[config.mk]
export PLATFORM = sky130hd
export DESIGN_NAME = reg_mod_logger
export DESIGN_NICKNAME = d
export VERILOG_FILES = /design/src/rtl/reg_mod_logger_pkg.sv /design/src/rtl/rml_step_decode.sv /design/src/rtl/rml_history.sv /design/src/rtl/rml_addr_reg.sv /design/src/rtl/reg_mod_logger.sv
export SDC_FILE = /design/constraint.sdc
export NUM_CORES = 1
export LEC_CHECK = 0
export BUFFER_PORTS_ARGS = -buffer_cell sky130_fd_sc_hd__buf_2
export CAP_MARGIN = 10
export CORE_ASPECT_RATIO = 0.8
export CORE_MARGIN = 5
export CORE_UTILIZATION = 44
export DETAILED_ROUTE_END_ITERATION = 16
export GPL_ROUTABILITY_DRIVEN = 0
export PLACE_DENSITY = 0.87
export SLEW_MARGIN = 20
export SYNTH_ARGS = -nofsm -noshare
export SYNTH_HDL_FRONTEND = slang
export SYNTH_SLANG_ARGS = --single-unit
[constraint.sdc]
create_clock -name clk -period 0.9 [get_ports clk]
set_input_delay 0.045 -clock clk [delete_from_list [all_inputs] [get_ports clk]]
set_output_delay 0.045 -clock clk [all_outputs]
set_load 0.01 [all_outputs]
[src/rtl/reg_mod_logger_pkg.sv]
package reg_mod_logger_pkg;
  typedef enum logic [1:0] {
    KIND_DIRECT  = 2'b00,
    KIND_POSTINC = 2'b01,
    KIND_PREDEC  = 2'b10,
    KIND_NOLOG   = 2'b11
  } adj_kind_e;
endpackage

[src/rtl/rml_step_decode.sv]
module rml_step_decode
  import reg_mod_logger_pkg::*;
#(
  parameter int IDX_W   = 3,
  parameter int STEP_W  = 5,
  parameter int NARROW_LIMIT = 6
) (
  input  logic [1:0]        kind,
  input  logic [IDX_W-1:0]  reg_idx,
  input  logic              byte_acc,
  input  logic              deferred,
  input  logic [STEP_W-1:0] direct_amt,
  output logic              loggable,
  output logic [STEP_W-1:0] step
);
  localparam logic [STEP_W-1:0] ONE = STEP_W'(1);
  localparam logic [STEP_W-1:0] TWO = STEP_W'(2);

  logic              narrow;
  logic [STEP_W-1:0] mag;

  always_comb begin
    narrow = byte_acc && !deferred && (int'(reg_idx) < NARROW_LIMIT);
    mag    = narrow ? ONE : TWO;
    loggable = 1'b1;
    unique case (adj_kind_e'(kind))
      KIND_DIRECT:  step = direct_amt;
      KIND_POSTINC: step = mag;
      KIND_PREDEC:  step = -mag;
      default: begin
        step     = '0;
        loggable = 1'b0;
      end
    endcase
  end

  // deferred addressing never yields a unit step
  always_comb begin
    if (deferred && (kind == KIND_POSTINC))
      assert_defer_two_R5: assert (step != ONE);
  end
endmodule

[src/rtl/rml_history.sv]
module rml_history #(
  parameter int ENTRY_W = 8,
  parameter int ENTRIES = 2,
  localparam int HIST_W = ENTRY_W * ENTRIES
) (
  input  logic               clk,
  input  logic               rst_n,
  input  logic               shift_en,
  input  logic               clr_en,
  input  logic [ENTRY_W-1:0] entry,
  output logic [HIST_W-1:0]  hist_q
);
  logic [HIST_W-1:0] hist_d;

  generate
    if (ENTRIES > 1) begin : g_multi
      always_comb hist_d = {hist_q[HIST_W-ENTRY_W-1:0], entry};
    end else begin : g_single
      always_comb hist_d = entry;
    end
  endgenerate

  always_ff @(posedge clk or negedge rst_n) begin
    if (!rst_n)        hist_q <= '0;
    else if (clr_en)   hist_q <= '0;
    else if (shift_en) hist_q <= hist_d;
  end

  generate
    if (ENTRIES > 1) begin : g_chk
      assert_shift_up_R2: assert property (@(posedge clk) disable iff (!rst_n)
        (shift_en && !clr_en) |=>
          hist_q[HIST_W-1:ENTRY_W] == $past(hist_q[HIST_W-ENTRY_W-1:0]));
    end
  endgenerate

  assert_newest_low_R2: assert property (@(posedge clk) disable iff (!rst_n)
    (shift_en && !clr_en) |=> hist_q[ENTRY_W-1:0] == $past(entry));
endmodule

[src/rtl/rml_addr_reg.sv]
module rml_addr_reg #(
  parameter int ADDR_W = 16
) (
  input  logic              clk,
  input  logic              rst_n,
  input  logic              load_en,
  input  logic [ADDR_W-1:0] addr_in,
  output logic [ADDR_W-1:0] addr_q
);
  always_ff @(posedge clk or negedge rst_n) begin
    if (!rst_n)       addr_q <= '0;
    else if (load_en) addr_q <= addr_in;
  end

  assert_addr_load_R8: assert property (@(posedge clk) disable iff (!rst_n)
    load_en |=> addr_q == $past(addr_in));
endmodule

[src/rtl/reg_mod_logger.sv]
module reg_mod_logger
  import reg_mod_logger_pkg::*;
#(
  parameter int IDX_W   = 3,
  parameter int STEP_W  = 5,
  parameter int ENTRIES = 2,
  parameter int ADDR_W  = 16,
  parameter int FLAG_W  = 3,
  localparam int ENTRY_W = IDX_W + STEP_W,
  localparam int HIST_W  = ENTRY_W * ENTRIES
) (
  input  logic              clk,
  input  logic              rst_n,
  input  logic              adj_valid,
  output logic              adj_ready,
  input  logic [1:0]        adj_kind,
  input  logic [IDX_W-1:0]  adj_reg,
  input  logic              adj_byte,
  input  logic              adj_defer,
  input  logic [STEP_W-1:0] adj_amt,
  input  logic              insn_valid,
  input  logic [ADDR_W-1:0] insn_addr,
  input  logic [FLAG_W-1:0] fault_flags,
  output logic [HIST_W-1:0] hist_q,
  output logic [ADDR_W-1:0] insn_addr_q
);
  logic              frozen;
  logic              loggable;
  logic [STEP_W-1:0] step;
  logic              fetch_en;
  logic              log_en;
  logic [ENTRY_W-1:0] entry;

  assign adj_ready = 1'b1;
  assign frozen    = |fault_flags;
  assign fetch_en  = insn_valid && !frozen;
  assign log_en    = adj_valid && loggable && !insn_valid && !frozen;
  assign entry     = {step, adj_reg};

  rml_step_decode #(.IDX_W(IDX_W), .STEP_W(STEP_W)) u_step (
    .kind       (adj_kind),
    .reg_idx    (adj_reg),
    .byte_acc   (adj_byte),
    .deferred   (adj_defer),
    .direct_amt (adj_amt),
    .loggable   (loggable),
    .step       (step)
  );

  rml_history #(.ENTRY_W(ENTRY_W), .ENTRIES(ENTRIES)) u_hist (
    .clk      (clk),
    .rst_n    (rst_n),
    .shift_en (log_en),
    .clr_en   (fetch_en),
    .entry    (entry),
    .hist_q   (hist_q)
  );

  rml_addr_reg #(.ADDR_W(ADDR_W)) u_addr (
    .clk     (clk),
    .rst_n   (rst_n),
    .load_en (fetch_en),
    .addr_in (insn_addr),
    .addr_q  (insn_addr_q)
  );

  assert_freeze_hold_R10: assert property (@(posedge clk) disable iff (!rst_n)
    frozen |=> ($stable(hist_q) && $stable(insn_addr_q)));

  assert_fetch_clears_R9: assert property (@(posedge clk) disable iff (!rst_n)
    (insn_valid && adj_valid && !frozen) |=> hist_q == '0);

  assert_nolog_kind_R7: assert property (@(posedge clk) disable iff (!rst_n)
    (adj_valid && adj_kind == KIND_NOLOG && !insn_valid) |=> $stable(hist_q));

  assert_always_ready_R11: assert property (@(posedge clk) disable iff (!rst_n)
    adj_ready);
endmodule

==> reports/results.tsv <==
metric	value	unit
Met3 Wirelength	268	µm
Max Root-Sink Buffers	2	
Core Box Area	0.003018	mm²
worst flop-to-flop path startpoint	u_hist.hist_q[3]$_DFFE_PN0P_	
Tot Pwr	3.812	mW
Skew-Pair Late Insertion Delay	0.28	ns
Vias	1164	
largest net degree at the start of global routing	19	
Final Hold Vio Count	0	
drt wl/cell	16.97	µm
port bufs	66	
Max-cap violations	0	
P per Cell Area	1793	mW/mm²
Setup crit start kind	input port	
post-route clock skew	0.002039	ns
CP endpoint kind	register	
sequential element share of the synthesized area	59.42	%
critical-path cell list	buf_2 > nor3_4 > and2_4 > buf_12 > mux2_2	
Clock Sink Count	32	
Syn Nets	129	
Critical Path RT	1.06	ns
Synth top area share	59.42	%
die footprint	0.004276	mm²
Final setup viols	0	
CP max-delay cell	mux2_2	
Hold Path Depth	2	
Root Driver	clkbuf_8	
layout cells sized above 1	58.42	%
synthesized flop and latch total	32	
Ys Warns	0	
hold path endpoint	u_addr.addr_q[0]$_DFFE_PN0P_	
top-level port count	68	
post-layout minimum cycle time	0.8870	ns
Final nets	224	
leading area contributor after synthesis	dfrtp_1	
Synth area leaders	dfrtp_1, mux2_2, a32o_1, buf_6, o2bb2ai_1	
drt total wl	3904	µm
initial antenna violation count	0	
crit path DAT	1.05	ns
GRT Overall Usage	19.14	%
grt ovf	0	
CTS Buf Count	5	
routed length on met2	2016	µm
outcome	finished clean	
post-route DRC violation count	0	
Crit Path Max Fanout	9	
die span in x	71.87	µm
drt via density	5.061	
vias in the first global route	1198	
# diodes	0	
height of the chip	59.50	µm
post-route ant nets	0	
fmax	1127	MHz
top layer in use	met4	
num rows	18	
leak pwr	1.092	nW
count of pins over their slew limit	0	
CTS tree	built	
reg2reg end	u_hist.hist_q[3]$_DFFE_PN0P_	
syn_area_per_cell	14.34	µm²
P&R area growth vs syn	57.75	%
area of the mapped netlist	0.001348	mm²
starting density of the core	44.65	%
HP Start	insn_addr[0]	
r2r worst-path depth	2	
depth of the CTS H-tree	2	
critical path class	in2reg	
Crit path largest cell delay	0.33	ns
Reg clk slew, reported paths	0.06	ns
hpwl dp	2605	µm
RSZ-0062 raised after global routing	true	
path type of the worst min-delay path	in2reg	
Cells after Synth	94	
period utilization	98.56	%
WL met1	1548	µm
1st-iter DRT viols	83	
worst reg2reg setup slack	0.03	ns
setup TNS	0	ns
global-route wire length before repair	6065	µm
Filler Cell Count	219	
Cell variety after synth	24	
TritonRoute pass-1 iters	5	
Max IR drop VDD	1.145	mV
-- layout make-up --
class                   instances  area [µm²]  area share (%)
well taps                      40       50.05           2.354
repair buffers                 96       656.9           30.90
flip-flops and latches         32       800.8           37.67
inverters                       2       7.507          0.3531
clock inverters                 2       10.01          0.4709
multi-input cells              52       518.0           24.37
clock buffers                   6       82.58           3.885
-- power breakdown --
part           internal (mW)  switching, mW  total, mW
combinational          0.534          0.388      0.923
sequential              1.64          0.128       1.77
clock                  0.609          0.514       1.12
total                   2.78           1.03       3.81
-- cells by family after synthesis --
kind of cell | count (synthesis) | synth area share (%)
muxes | 16 | 13.37
AOI/OAI and AO/OA | 23 | 14.95
other | 1 | 0.2783
buffers and inverters | 10 | 5.849
and+or+nand+nor | 11 | 5.479
xor gates and xnor gates | 1 | 0.6501
DFF | 32 | 59.42
-- synth_stat cells --
library cell / count
mux2_2: 16
nand3_1: 1
nor3_2: 1
a21oi_1: 1
dfrtp_1: 32
a2111o_1: 1
buf_4: 3
nor2_8: 1
o21ai_0: 3
conb_1: 1
buf_6: 4
and3_1: 1
nand2_1: 2
nor2_1: 3
a22o_2: 1
a211oi_1: 1
and2_1: 1
a32o_1: 12
or2b_1: 1
o22ai_1: 1
inv_1: 2
clkbuf_1: 1
xnor2_1: 1
o2bb2ai_1: 3
-- worst max-delay path: cells and delay by family --
family / cells / cell delay, ns
multiplexers: 1 / 0.33
buffers and inverters: 2 / 0.26
AND/OR/NAND/NOR: 2 / 0.41
-- sequential cells by signal, summed over array words and instances (netlist names) --
register / count
u_hist.hist_q: 16
u_addr.addr_q: 16
-- what timing repair did --
item                                   CTS  global route
setup buffers                            0             5
resized for setup                        3             4
cloned                                   1             0
hold buffers                            14             1
endpoints found under the hold margin   45             1
setup endpoints to repair                5            29
pin swaps                                1             2
-- how the worst max path moves through the flow --
stage / from / endpoint / depth (start not counted)
2_1_floorplan: fault_flags[2] / u_addr.addr_q[10]$_DFFE_PN0P_ / 5
3_3_place_gp: fault_flags[2] / u_addr.addr_q[2]$_DFFE_PN0P_ / 5
3_5_place_dp: fault_flags[2] / u_addr.addr_q[4]$_DFFE_PN0P_ / 5
4_1_cts: u_hist.hist_q[3]$_DFFE_PN0P_ / hist_q[3] / 1
5_1_grt: u_hist.hist_q[3]$_DFFE_PN0P_ / hist_q[3] / 1
6_report: fault_flags[0] / u_addr.addr_q[4]$_DFFE_PN0P_ / 5
-- through the flow --
stage	hold WS (ns)	instance area (µm²)	cells	util [%]	setup slack (ns)
CTS	0.00009412	2058	224	68.20	0.0004332
global route	0.001668	2126	230	70.44	-0.01713
finish	0.007551	2126	230	70.44	0.01299
global placement	-0.03616	1795	201	59.49	-0.2717
floorplan	-0.2506	1405	94	-	-0.1856
detailed placement	-0.03263	1795	201	59.49	-0.3111
-- placed cells by master (no fill, tap or decap), drive strengths merged --
cell type | Yosys | layout
clkbuf | 1 | 6
o2bb2ai | 3 | 3
mux2 | 16 | 16
o21ai | 3 | 3
a32o | 12 | 12
conb | 1 | 1
o22ai | 1 | 1
a22o | 1 | 1
nand3 | 1 | 1
and3 | 1 | 1
nor2 | 4 | 4
clkinv | 0 | 2
inv | 2 | 2
dlygate4sd3 | 0 | 15
nor3 | 1 | 1
or2b | 1 | 1
dfrtp | 32 | 32
and2 | 1 | 1
a21oi | 1 | 1
a2111o | 1 | 1
a211oi | 1 | 1
buf | 7 | 81
xnor2 | 1 | 1
nand2 | 2 | 2
-- layer usage --
layer	vias up	global-route usage [%]
li1	539	-
met1	571	23.16
met2	46	32.46
met3	8	6.271
met4	0	6.434
met5	-	0
Power figures use the tool's default switching activity.
